===== src/rtl/gf_tower_pkg.sv =====
package gf_tower_pkg;
    localparam int HALF_W = 6;
    localparam int SYM_W  = 2 * HALF_W;
    // x^6 + x + 1, applied once bit HALF_W of the shifted operand sets
    localparam logic [HALF_W:0]   HALF_POLY = 7'h43;
    // A^-1, the constant term of the extension polynomial
    localparam logic [HALF_W-1:0] EXT_K     = 6'h21;
    localparam logic [SYM_W-1:0]  GEN_ELEM  = 12'hE01;

    typedef logic [HALF_W-1:0] half_t;
    typedef struct packed {
        half_t hi;
        half_t lo;
    } tower_t;
endpackage


===== src/rtl/gf64_mul.sv =====
module gf64_mul #(
    parameter int          HW   = gf_tower_pkg::HALF_W,
    parameter logic [HW:0] POLY = gf_tower_pkg::HALF_POLY
) (
    input  logic [HW-1:0] a,
    input  logic [HW-1:0] b,
    output logic [HW-1:0] y
);
    always_comb begin
        logic [HW:0]   sh;
        logic [HW-1:0] acc;
        acc = '0;
        sh  = {1'b0, b};
        for (int i = 0; i < HW; i++) begin
            if (a[i]) acc = acc ^ sh[HW-1:0];
            sh = sh << 1;
            if (sh[HW]) sh = sh ^ POLY;
        end
        y = acc;
    end
endmodule


===== src/rtl/gf4096_mul.sv =====
module gf4096_mul #(
    parameter int            HW   = gf_tower_pkg::HALF_W,
    parameter logic [HW:0]   POLY = gf_tower_pkg::HALF_POLY,
    parameter logic [HW-1:0] KCON = gf_tower_pkg::EXT_K,
    localparam int           SW   = 2 * HW
) (
    input  logic [SW-1:0] a,
    input  logic [SW-1:0] b,
    output logic [SW-1:0] y
);
    logic [HW-1:0] ah, al, bh, bl;
    logic [HW-1:0] p_sum, p_lo, p_hh, p_k;

    assign ah = a[SW-1:HW];
    assign al = a[HW-1:0];
    assign bh = b[SW-1:HW];
    assign bl = b[HW-1:0];

    gf64_mul #(.HW(HW), .POLY(POLY)) u_sum (.a(ah ^ al), .b(bh ^ bl), .y(p_sum));
    gf64_mul #(.HW(HW), .POLY(POLY)) u_lo  (.a(al),      .b(bl),      .y(p_lo));
    gf64_mul #(.HW(HW), .POLY(POLY)) u_hh  (.a(ah),      .b(bh),      .y(p_hh));
    gf64_mul #(.HW(HW), .POLY(POLY)) u_k   (.a(p_hh),    .b(KCON),    .y(p_k));

    assign y = {p_sum ^ p_lo, p_k ^ p_lo};
endmodule


===== src/rtl/gf_power_seq.sv =====
module gf_power_seq #(
    parameter int            HW   = gf_tower_pkg::HALF_W,
    parameter logic [HW:0]   POLY = gf_tower_pkg::HALF_POLY,
    parameter logic [HW-1:0] KCON = gf_tower_pkg::EXT_K,
    parameter logic [2*HW-1:0] GEN = gf_tower_pkg::GEN_ELEM,
    localparam int           SW   = 2 * HW,
    localparam int           LAST = (1 << SW) - 2
) (
    input  logic          clk,
    input  logic          rst,
    input  logic          start,
    output logic          run,
    output logic [SW-1:0] value,
    output logic [SW-1:0] index,
    output logic          early_one
);
    logic [SW-1:0] next_val;

    gf4096_mul #(.HW(HW), .POLY(POLY), .KCON(KCON)) u_step (
        .a(value), .b(GEN), .y(next_val)
    );

    always_ff @(posedge clk) begin
        if (rst) begin
            run   <= 1'b0;
            value <= '0;
            index <= '0;
        end else if (start) begin
            run   <= 1'b1;
            value <= SW'(1);
            index <= '0;
        end else if (run) begin
            if (index == SW'(LAST)) begin
                run <= 1'b0;
            end else begin
                value <= next_val;
                index <= index + 1'b1;
            end
        end
    end

    assign early_one = run && (index != '0) && (value == SW'(1));
endmodule


===== src/rtl/gf_tower_mul.sv =====
module gf_tower_mul #(
    parameter int  HW      = gf_tower_pkg::HALF_W,
    parameter bit  REG_OUT = 1'b1,
    localparam int SYM_W   = 2 * HW
) (
    input  logic             clk,
    input  logic             rst,
    input  logic             op_valid,
    input  logic [SYM_W-1:0] op_a,
    input  logic [SYM_W-1:0] op_b,
    output logic             prod_valid,
    output logic [SYM_W-1:0] prod,
    input  logic             seq_start,
    output logic             pow_valid,
    output logic [SYM_W-1:0] pow_value,
    output logic [SYM_W-1:0] pow_index,
    output logic             seq_repeat
);
    logic [SYM_W-1:0] raw_prod;

    gf4096_mul #(.HW(HW)) u_mul (.a(op_a), .b(op_b), .y(raw_prod));

    generate
        if (REG_OUT) begin : g_reg
            always_ff @(posedge clk) begin
                if (rst) begin
                    prod_valid <= 1'b0;
                    prod       <= '0;
                end else begin
                    prod_valid <= op_valid;
                    if (op_valid) prod <= raw_prod;
                end
            end
        end else begin : g_comb
            assign prod_valid = op_valid;
            assign prod       = raw_prod;
        end
    endgenerate

    gf_power_seq #(.HW(HW)) u_seq (
        .clk(clk), .rst(rst), .start(seq_start),
        .run(pow_valid), .value(pow_value), .index(pow_index),
        .early_one(seq_repeat)
    );
endmodule


===== config.mk =====
export PLATFORM = sky130hd
export DESIGN_NAME = gf_tower_mul
export DESIGN_NICKNAME = d
export VERILOG_FILES = /design/src/rtl/gf_tower_pkg.sv /design/src/rtl/gf64_mul.sv /design/src/rtl/gf4096_mul.sv /design/src/rtl/gf_power_seq.sv /design/src/rtl/gf_tower_mul.sv
export SDC_FILE = /design/constraint.sdc
export NUM_CORES = 1
export LEC_CHECK = 0
export CAP_MARGIN = 20
export CELL_PAD_IN_SITES_DETAIL_PLACEMENT = 1
export CELL_PAD_IN_SITES_GLOBAL_PLACEMENT = 2
export CORE_ASPECT_RATIO = 2
export CORE_UTILIZATION = 33
export CTS_CLUSTER_SIZE = 30
export DETAILED_ROUTE_END_ITERATION = 6
export PLACE_DENSITY = 0.91
export SETUP_SLACK_MARGIN = 0.1
export SLEW_MARGIN = 25
export SYNTH_ARGS = -nofsm -noshare
export SYNTH_HDL_FRONTEND = slang
export SYNTH_SLANG_ARGS = --single-unit

===== constraint.sdc =====
create_clock -name clk -period 5.15 [get_ports clk]
set_input_delay 0.7725 -clock clk [delete_from_list [all_inputs] [get_ports clk]]
set_output_delay 0.7725 -clock clk [all_outputs]
set_load 0.02 [all_outputs]

==> PnR_summary.wiki <==
{| class="wikitable"
! Metric !! Value
|-
| Outcome || completed
|-
| Final setup viols || 0
|-
| FF-to-FF Start || u_seq.index[0]
|-
| Most instantiated library cell after synthesis || sky130_fd_sc_hd__xnor2_1
|-
| Top Ports || 67
|-
| HPWL after detailed placement || 8.791 mm
|-
| Largest net degree at the start of global routing || 27
|-
| Most used cell along the critical path || sky130_fd_sc_hd__xnor2_1
|-
| Via count of the first global-routing pass || ~3.6k
|-
| Number of library cell types mapped by synthesis || 46
|-
| Number of antenna violations at the first check in global routing || 0
|-
| # fillers || about 1.4k
|-
| Routing layer with the top usage in global route || met2
|-
| Count of maximum capacitance violations || 0
|-
| Met2 routing resource usage after global routing || about 40%
|-
| Worst setup SP type || input port
|-
| Fraction of the cycle the final worst path needs || about 63%
|-
| Final non-filler cell total || 668
|-
| # placed instances || 661
|-
| Syn nets || approximately 520
|-
| Async SR Flop Fraction || 0%
|-
| Worst path slowest cell || sky130_fd_sc_hd__clkdlybuf4s50_1
|-
| DRC violation total after the first TritonRoute iteration || just over 80
|-
| Wire per inst || approximately 16 um
|-
| Final Max Tran Viols || 0
|-
| Final Skew || around 0.0023 ns
|-
| Met3 routing resource usage after global routing || 1.612%
|-
| TritonCTS clock tree || yes
|-
| Peak supply drop || ~0.20 mV
|-
| Die area || approximately 0.012 mm2
|-
| Clock root buffer || sky130_fd_sc_hd__clkbuf_16
|-
| Combined flip-flop and latch cell area || 760.7 um2
|-
| Achievable clock frequency || 0.3097 GHz
|-
| Clock-pin transition on the worst setup and hold timing paths || 0.05 ns
|-
| Library cell occupying the most area in the post-synthesis netlist || sky130_fd_sc_hd__xnor2_1
|-
| Worst reg-to-reg path cell count || 10
|-
| Hold Crit Depth || 2
|-
| Die width || just under 80 um
|-
| Ranking of synthesized cells by instance count || 97 x sky130_fd_sc_hd__xnor2_1, 74 x sky130_fd_sc_hd__nor2_1, 62 x sky130_fd_sc_hd__nand2_1
|-
| Setup repair after global routing missed its margin || no
|-
| Layout net count || approximately 560
|-
| Share of the synthesized area in the top cell type || around 22%
|-
| Antenna-violating nets left || 0
|-
| Cell area after technology mapping || around 0.0038 mm2
|-
| Die height || about 150 um
|-
| Delay contributed by the slowest stage of the critical path || between 0.8 and 0.9 ns
|-
| Origin of the worst min-delay path || prod[5]
|-
| Cells resized by post-CTS repair || 0
|-
| Worst hold path class || reg -> reg
|-
| Combined global-route utilization of all metal layers || 19.24%
|-
| Seq/Total Area, Yosys || 20.10%
|-
| Areal power density over the cells || ~270 mW/mm2
|-
| Type of destination of the critical path || register
|-
| Leakage power figure || around 0.0017 uW
|-
| Num CTS Buffers || 5
|-
| Post-CTS setup buffer count || 0
|-
| Top cells by area in the synthesized netlist || sky130_fd_sc_hd__xnor2_1 22%, sky130_fd_sc_hd__dfxtp_1 20%, sky130_fd_sc_hd__nor2_1 7.3%
|-
| Cell row count || between 50 and 60
|-
| DRC errors left || 0
|-
| Routed vias/inst || slightly above 5
|-
| Final Routed Wirelength || 10.84 mm
|-
| Global-route wire length before repair || between 15 and 20 mm
|-
| Routability congestion estimate from global placement || ~0.90
|-
| Area of the core || between 0.01 and 0.015 mm2
|-
| P&R area growth vs syn || 21.82%
|-
| Count of clock tree sinks || 38
|-
| Vias after detailed routing || about 3.4k
|-
| Number of detailed-route iterations in the first pass || 4
|-
| Cell chain of the critical path || clkdlybuf4s50_1 > xnor2_2 > xnor2_1 > nor2_1 > xnor3_1 > xnor2_1 > or4b_1 > o311ai_1
|-
| Post-route total power || between 1000 and 1500 uW
|-
| Number of buffers on the longest clock path || 2
|-
| Area taken by multi-input logic gates || about 0.0028 mm2
|-
| Fin crit period || around 3.2 ns
|-
| Inserted Diodes || 0
|-
| Number of H-tree branching levels || 2
|-
| Global route overflow || 0
|-
| Layout cells sized above 1 || roughly 4.4%
|-
| Register bit count reported by yosys || 38
|-
| Starting Density || between 30% and 40%
|-
| Mean instance size in the synthesized netlist || 7.740 um2
|-
| Least-Margin Pin Slew || roughly 0.8 ns
|-
| Cts hold-fix bufs || 0
|-
| Number of port buffers || 66
|-
| Number of synthesis warnings || 0
|-
| Slew HR || a little under half
|-
| Routing usage on met1 || between 15 and 20%
|-
| Worst EP required || ~5.3 ns
|-
| Final sum of negative setup slack || 0 ns
|-
| Critical path class || in -> reg
|-
| Worst endpoint data arrival time || ~3.4 ns
|-
| Start point of the critical path || op_b[4]
|-
| Largest driver fanout on the critical path || 12
|-
| Clock latency of the later-clocked register in the worst-skew pair || roughly 0.29 ns
|-
| Post-synth EDFFs || 0
|-
| Final hold viol count || 0
|-
| Mapped Cells || 489
|-
| Prevailing post-synth register cell || sky130_fd_sc_hd__dfxtp_1
|}
## worst max-delay path: cells and delay by family
family,cells,cell delay (ns)
xor gates and xnor gates,4,1.09
buffers and inverters,1,0.82
and+or+nand+nor,2,0.61
AOI/OAI and AO/OA,1,0.10
## registers in the layout, summed over array words and instances, names as in the netlist
register,count
u_seq.run,1
u_seq.value,12
prod,12
prod_valid,1
u_seq.index,12
## cell families (layout without fill, tap and decap cells)
family	Yosys count	count (layout)	synth area share (%)
simple gates	182	182	20.89
xor+xnor	145	145	39.04
compound gates	65	65	11.27
buf+inv	46	83	4.992
flops	38	38	20.10
mux	9	9	2.380
fa+ha+maj	4	4	1.322
## worst paths after layout
path | slack, ns | endpoint
worst min-delay path | 0.50 | prod[5]
worst max-delay path | 1.92 | prod[9]
worst min register to register | 0.50 | prod[5]
worst max register to register | 3.01 | u_seq.index[6]
## per-stage QoR
step | setup slack [ns] | hold WS, ns | instance area [um2] | util [%]
2_1_floorplan | 2.465 | 0.5572 | 3785 | -
3_3_place_gp | 1.651 | 0.4805 | 4476 | 39.90
3_5_place_dp | 1.591 | 0.4934 | 4476 | 39.90
4_1_cts | 1.888 | 0.5012 | 4611 | 41.10
5_1_grt | 1.762 | 0.5287 | 4611 | 41.10
6_report | 1.921 | 0.5026 | 4611 | 41.10
## layout make-up
type	instances	area share, %
Clock buffer	5	2.714
Clock inverter	2	0.2171
Inverter	9	0.7327
Multi-Input combinational cell	405	61.49
Sequential cell	38	16.50
Tap cell	142	3.853
Timing Repair Buffer	67	14.49
## cell usage in the layout (no fill, tap or decap), types with 9 or more instances in the layout
cell type | netlist | final
sky130_fd_sc_hd__xnor2_1 | 97 | 97
sky130_fd_sc_hd__nor2_1 | 74 | 74
sky130_fd_sc_hd__clkdlybuf4s50_1 | 0 | 66
sky130_fd_sc_hd__nand2_1 | 62 | 62
sky130_fd_sc_hd__dfxtp_1 | 38 | 38
sky130_fd_sc_hd__xor2_1 | 30 | 30
sky130_fd_sc_hd__a21oi_1 | 19 | 19
sky130_fd_sc_hd__nand3_1 | 13 | 13
sky130_fd_sc_hd__o21ai_0 | 9 | 9
sky130_fd_sc_hd__mux2i_1 | 9 | 9
## power by group
| part | internal [uW] | switching [uW] | total [uW] |
|---|---|---|---|
| combinational | 303 | 312 | 615 |
| clock | 175 | 121 | 295 |
| sequential | 324 | 21.7 | 345 |
## metal layers
| metal | share of wire (%) | vias to the layer above | wire, um |
|---|---|---|---|
| li1 | - | 1666 | - |
| met1 | 35 | 1621 | 3808 |
| met2 | 59 | 77 | 6351 |
| met3 | 2.4 | 23 | 256 |
| met4 | 3.9 | 0 | 420 |
| met5 | 0 | - | 0 |
Power figures use the tool's default switching activity.
